===== config.mk =====
export PLATFORM = sky130hd
export DESIGN_NAME = irql_latch
export DESIGN_NICKNAME = d
export VERILOG_FILES = /design/src/rtl/irql_pkg.sv /design/src/rtl/irql_mode_reg.sv /design/src/rtl/irql_ack_decode.sv /design/src/rtl/irql_line_cell.sv /design/src/rtl/irql_latch.sv
export SDC_FILE = /design/constraint.sdc
export NUM_CORES = 1
export LEC_CHECK = 0
export ABC_AREA = 1
export ABC_CLOCK_PERIOD_IN_PS = 1200
export BUFFER_PORTS_ARGS = -buffer_cell sky130_fd_sc_hd__buf_2
export CORE_MARGIN = 4
export CORE_UTILIZATION = 49
export DETAILED_ROUTE_END_ITERATION = 7
export GPL_TIMING_DRIVEN = 0
export PLACE_DENSITY = 0.91
export RECOVER_POWER = 50
export SYNTH_ARGS = -nofsm -noshare
export SYNTH_HDL_FRONTEND = slang
export SYNTH_SLANG_ARGS = --single-unit
export TNS_END_PERCENT = 1

===== constraint.sdc =====
create_clock -name clk -period 1.2 [get_ports clk]
set_input_delay 0 -clock clk [delete_from_list [all_inputs] [get_ports clk]]
set_output_delay 0 -clock clk [all_outputs]
set_load 0.1 [all_outputs]

===== src/rtl/irql_pkg.sv =====
package irql_pkg;

    // bit 1: request pending, bit 0: last sampled level
    typedef enum logic [1:0] {
        LS_QUIET     = 2'b00,
        LS_ARMED     = 2'b01,
        LS_PEND_LOW  = 2'b10,
        LS_PEND_HIGH = 2'b11
    } line_state_e;

endpackage


===== src/rtl/irql_mode_reg.sv =====
module irql_mode_reg #(
    parameter int                     NUM_LINES     = 8,
    parameter logic [NUM_LINES-1:0]   LEVEL_CAPABLE = '1
) (
    input  logic                 clk,
    input  logic                 rst_n,
    input  logic [NUM_LINES-1:0] wr_be,
    input  logic [NUM_LINES-1:0] wr_data,
    output logic [NUM_LINES-1:0] mode_q
);

    for (genvar gi = 0; gi < NUM_LINES; gi++) begin : g_bit
        if (LEVEL_CAPABLE[gi]) begin : g_capable
            always_ff @(posedge clk) begin
                if (!rst_n) begin
                    mode_q[gi] <= 1'b0;
                end else if (wr_be[gi]) begin
                    mode_q[gi] <= wr_data[gi];
                end
            end
        end else begin : g_edge_only
            // this line is wired edge-only; its enable and data are ignored
            logic unused_bits;
            assign unused_bits = wr_be[gi] ^ wr_data[gi] ^ clk ^ rst_n;
            assign mode_q[gi]  = 1'b0;
        end
    end

endmodule


===== src/rtl/irql_ack_decode.sv =====
module irql_ack_decode #(
    parameter int NUM_LINES = 8,
    localparam int LINE_IDW = $clog2(NUM_LINES)
) (
    input  logic                 ack_stb,
    input  logic [LINE_IDW-1:0]  ack_line,
    output logic [NUM_LINES-1:0] ack_hit
);

    always_comb begin
        ack_hit = '0;
        for (int k = 0; k < NUM_LINES; k++) begin
            if (ack_stb && (ack_line == LINE_IDW'(k))) begin
                ack_hit[k] = 1'b1;
            end
        end
    end

endmodule


===== src/rtl/irql_line_cell.sv =====
module irql_line_cell
    import irql_pkg::*;
(
    input  logic clk,
    input  logic rst_n,
    input  logic level_mode,
    input  logic line_in,
    input  logic ack_hit,
    output logic req_o
);

    line_state_e state_q;
    line_state_e state_d;

    // state register
    always_ff @(posedge clk) begin
        if (!rst_n) begin
            state_q <= LS_QUIET;
        end else begin
            state_q <= state_d;
        end
    end

    // transitions
    always_comb begin
        state_d = state_q;
        if (level_mode) begin
            state_d = line_in ? LS_PEND_HIGH : LS_QUIET;
        end else begin
            unique case (state_q)
                LS_QUIET: begin
                    state_d = line_in ? LS_PEND_HIGH : LS_QUIET;
                end
                LS_ARMED: begin
                    state_d = line_in ? LS_ARMED : LS_QUIET;
                end
                LS_PEND_LOW: begin
                    if (line_in) begin
                        state_d = LS_PEND_HIGH;     // fresh edge beats ack
                    end else begin
                        state_d = ack_hit ? LS_QUIET : LS_PEND_LOW;
                    end
                end
                LS_PEND_HIGH: begin
                    if (line_in) begin
                        state_d = ack_hit ? LS_ARMED : LS_PEND_HIGH;
                    end else begin
                        state_d = ack_hit ? LS_QUIET : LS_PEND_LOW;
                    end
                end
                default: state_d = LS_QUIET;
            endcase
        end
    end

    // outputs
    always_comb begin
        unique case (state_q)
            LS_PEND_LOW, LS_PEND_HIGH: req_o = 1'b1;
            default:                   req_o = 1'b0;
        endcase
    end

endmodule


===== src/rtl/irql_latch.sv =====
module irql_latch #(
    parameter int                   NUM_LINES     = 8,
    parameter logic [NUM_LINES-1:0] LEVEL_CAPABLE = 8'hFA,
    localparam int                  LINE_IDW      = $clog2(NUM_LINES)
) (
    input  logic                 clk,
    input  logic                 rst_n,
    input  logic [NUM_LINES-1:0] irq_in,
    input  logic [NUM_LINES-1:0] mode_wr_be,
    input  logic [NUM_LINES-1:0] mode_wr_data,
    input  logic                 ack_stb,
    input  logic [LINE_IDW-1:0]  ack_line,
    output logic [NUM_LINES-1:0] req_o,
    output logic [NUM_LINES-1:0] mode_rd
);

    logic [NUM_LINES-1:0] mode_q;
    logic [NUM_LINES-1:0] ack_hit;

    irql_mode_reg #(
        .NUM_LINES     (NUM_LINES),
        .LEVEL_CAPABLE (LEVEL_CAPABLE)
    ) u_mode (
        .clk     (clk),
        .rst_n   (rst_n),
        .wr_be   (mode_wr_be),
        .wr_data (mode_wr_data),
        .mode_q  (mode_q)
    );

    irql_ack_decode #(
        .NUM_LINES (NUM_LINES)
    ) u_ack (
        .ack_stb  (ack_stb),
        .ack_line (ack_line),
        .ack_hit  (ack_hit)
    );

    for (genvar gl = 0; gl < NUM_LINES; gl++) begin : g_line
        irql_line_cell u_cell (
            .clk        (clk),
            .rst_n      (rst_n),
            .level_mode (mode_q[gl]),
            .line_in    (irq_in[gl]),
            .ack_hit    (ack_hit[gl]),
            .req_o      (req_o[gl])
        );
    end

    assign mode_rd = mode_q;

endmodule


==> results.json <==
{
  "outcome": "finished with violations",
  "violations": "negative setup slack",
  "p_sw_w": 0.000680,
  "worstPathRequired_ns": 1.39,
  "route.vias.total": 1052,
  "clk_path_buf_depth": 2,
  "crit_path_max_fanout": 2,
  "drive_gt1_frac": 0.256,
  "io-pin-count": 46,
  "cts_max_level": 1,
  "die_x_um": 54.0,
  "fin_crit_ns": 1.24,
  "worstHoldPathCells": 5,
  "antenna_found_initial": 0,
  "arrival_ns": 1.43,
  "fmax_mhz": 805,
  "power_density_nw_per_um2": 1160,
  "finalMaxSlewViolations": 0,
  "crit_start": "mode_wr_be[6]",
  "start_util": 0.522,
  "cts_root_buf": "clkbuf_4",
  "numCtsBuffers": 3,
  "grt_overflow": 0,
  "critPathLaunchType": "primary input",
  "critical_path_class": "in2reg",
  "die_h_um": 54.0,
  "area_growth_pct": 51.9,
  "p_sw_frac": 0.374,
  "io_buffers": 38,
  "grt_pass1_wl_mm": 3.98,
  "r2r_cells": 3,
  "ys_seq_area_frac": 0.426,
  "min_period_over_period": 1.03,
  "cp_cell_sequence": "dlygate4sd3_1 > buf_2 > o21ai_1 > a21oi_1 > dlygate4sd3_1",
  "syn_area_um2": 1030,
  "dr.first_iter.drc_count": 13,
  "rsz0062_at_grt": "true",
  "core_area_um2": 1980,
  "yosys.cell_types.count": 13,
  "p_int_w": 0.00114,
  "grtUsageTotal": 0.189,
  "antenna_cells": 0,
  "antenna_left": 0,
  "layout.nets": 255,
  "max-vdd-ir-drop_v": 0.000894,
  "dieArea_um2": 2910,
  "p_total_w": 0.00182,
  "rows": 16,
  "path_clk_slew_ns": 0.11,
  "hold_end": "g_line[1].u_cell.state_q[1]",
  "viasPerCell": 4.21,
  "hold_path.class": "in2reg",
  "leakage_nw": 0.881,
  "cts.sinks": 22,
  "hold_start": "ack_line[1]",
  "r2r-end": "u_mode.mode_q[6]",
  "fin_tns_setup_ns": -0.0416,
  "grt_max_degree": 12,
  "slowest_delay_ns": 0.55,
  "setup_viol": 1,
  "synth_cells": 155,
  "rr_startpoint": "u_mode.mode_q[6]",
  "synth_warnings": 0,
  "crit_top_cell": "dlygate4sd3_1",
  "drt-total-wl_mm": 2.43,
  "first_pass_iters": 4,
  "crit_slowest_cell": "dlygate4sd3_1",
  "worst_slack_ns": -0.0416,
  "ys_seq_elements": 22,
  "pwr-share-clk": 0.173,
  "power_frac_seq": 0.446,
  "cts_tree": "done",
  "drc": 0,
  "routedWlPerCell_um": 9.73,
  "p_comb_frac": 0.381,
  "hold_viol": 0,
  "cp-end-kind": "flop",
  "clk_latency_ns": 0.29,
  "grt_pass1_vias": 1008,
  "r2r_slack_ns": -0.02,
  "syn_area_per_cell_um2": 6.68,
  "finish.utilization": 0.793,
  "hpwlAfterDp_mm": 1.58,
  "finalClockSkew_ns": 0.00137,
  "drv_cap": 0,
  "gp_congestion": 0.691
}
## cell usage in the layout, fill, tap and decap left out
| cell type | Yosys | layout |
|---|---|---|
| or2_0 | 2 | 2 |
| nor2_1 | 10 | 10 |
| clkbuf_4 | 0 | 3 |
| buf_2 | 0 | 22 |
| a21oi_1 | 6 | 6 |
| clkbuf_1 | 8 | 11 |
| inv_1 | 26 | 26 |
| dfxtp_1 | 22 | 21 |
| nand2_1 | 54 | 54 |
| clkdlybuf4s25_1 | 0 | 3 |
| buf_4 | 16 | 30 |
| clkinv_1 | 0 | 2 |
| o21ai_1 | 1 | 1 |
| conb_1 | 1 | 2 |
| buf_6 | 2 | 1 |
| o21ai_0 | 5 | 5 |
| dlygate4sd3_1 | 0 | 23 |
| dfxtp_2 | 0 | 1 |
## routing by layer
metal,share of wire,up-vias,global-route usage
li1,-,558,-
met1,0.40,460,0.200
met5,0,-,0
met3,0.081,2,0.0499
met4,0.0070,0,0.0511
met2,0.51,32,0.361
## power groups by stage
stage	clock network [W]	registers (W)	logic, W
6_report	0.000315	0.000811	0.000693
4_1_cts	0.000326	0.000810	0.000683
3_3_place_gp	0	0.000825	0.000591
2_1_floorplan	0	0.000821	0.000502
3_5_place_dp	0	0.000826	0.000600
5_1_grt	0.000351	0.000818	0.000736
## layout make-up
class / instances / area (µm²)
repair buffers: 64 / 483
fillers: 151 / 410
plain buffers: 26 / 165
flip-flops and latches: 22 / 442
clock buffers: 3 / 22.5
multi-input cells: 80 / 320
well taps: 27 / 33.8
inverters: 28 / 105
## kinds of logic (layout without fill, tap and decap cells)
kind of cell	count (synthesis)	after routing	synth area share
flops	22	22	0.426
buf+inv	54	121	0.268
other cells	1	2	0.00362
simple gates	66	66	0.244
compound gates	12	12	0.0580
## synthesized netlist by cell type (all sizes together)
| cell | number | area, µm² |
|---|---|---|
| conb | 1 | 3.75 |
| buf | 18 | 143 |
| nand2 | 54 | 203 |
| or2 | 2 | 12.5 |
| inv | 28 | 105 |
| nor2 | 10 | 37.5 |
| clkbuf | 8 | 30.0 |
| dfxtp | 22 | 440 |
| o21ai | 6 | 30.0 |
| a21oi | 6 | 30.0 |
## flip-flops by register name (all words and copies together) (netlist names)
signal,cells
g_line.u_cell.state_q,16
u_mode.mode_q,6
## worst max-delay path, delay by kind of cell
kind	cells	cell delay, ns
buf+inv	3	1.23
compound gates	2	0.21
## timing repair
action,4_1_cts,5_1_grt
endpoints found under the hold margin,19,1
setup buffers,0,0
hold buffers,26,1
resized for setup,8,11
gates cloned,0,0
setup endpoints to repair,8,11
## how the worst max path moves through the flow
| stage | endpoint | slack (ns) | depth (start not counted) |
|---|---|---|---|
| 3_5_place_dp | req_o[6] | 0.28 | 3 |
| 5_1_grt | u_mode.mode_q[6] | -0.06 | 3 |
| 4_1_cts | mode_rd[6] | 0.003 | 2 |
| 2_1_floorplan | req_o[1] | 0.54 | 2 |
| 3_3_place_gp | req_o[2] | 0.30 | 3 |
| 6_report | u_mode.mode_q[6] | -0.04 | 5 |
## through the flow
step | instance area, µm² | hold WS, ns | setup WS, ns | instances
3_5_place_dp | 1260 | 0.192 | 0.281 | 221
5_1_grt | 1570 | 0.0515 | -0.0642 | 250
6_report | 1570 | 0.0294 | -0.0416 | 250
4_1_cts | 1570 | 0.0226 | 0.00259 | 250
3_3_place_gp | 1260 | 0.190 | 0.303 | 221
2_1_floorplan | 1040 | 0.0935 | 0.544 | 156
(Power assumes the default switching activity.)
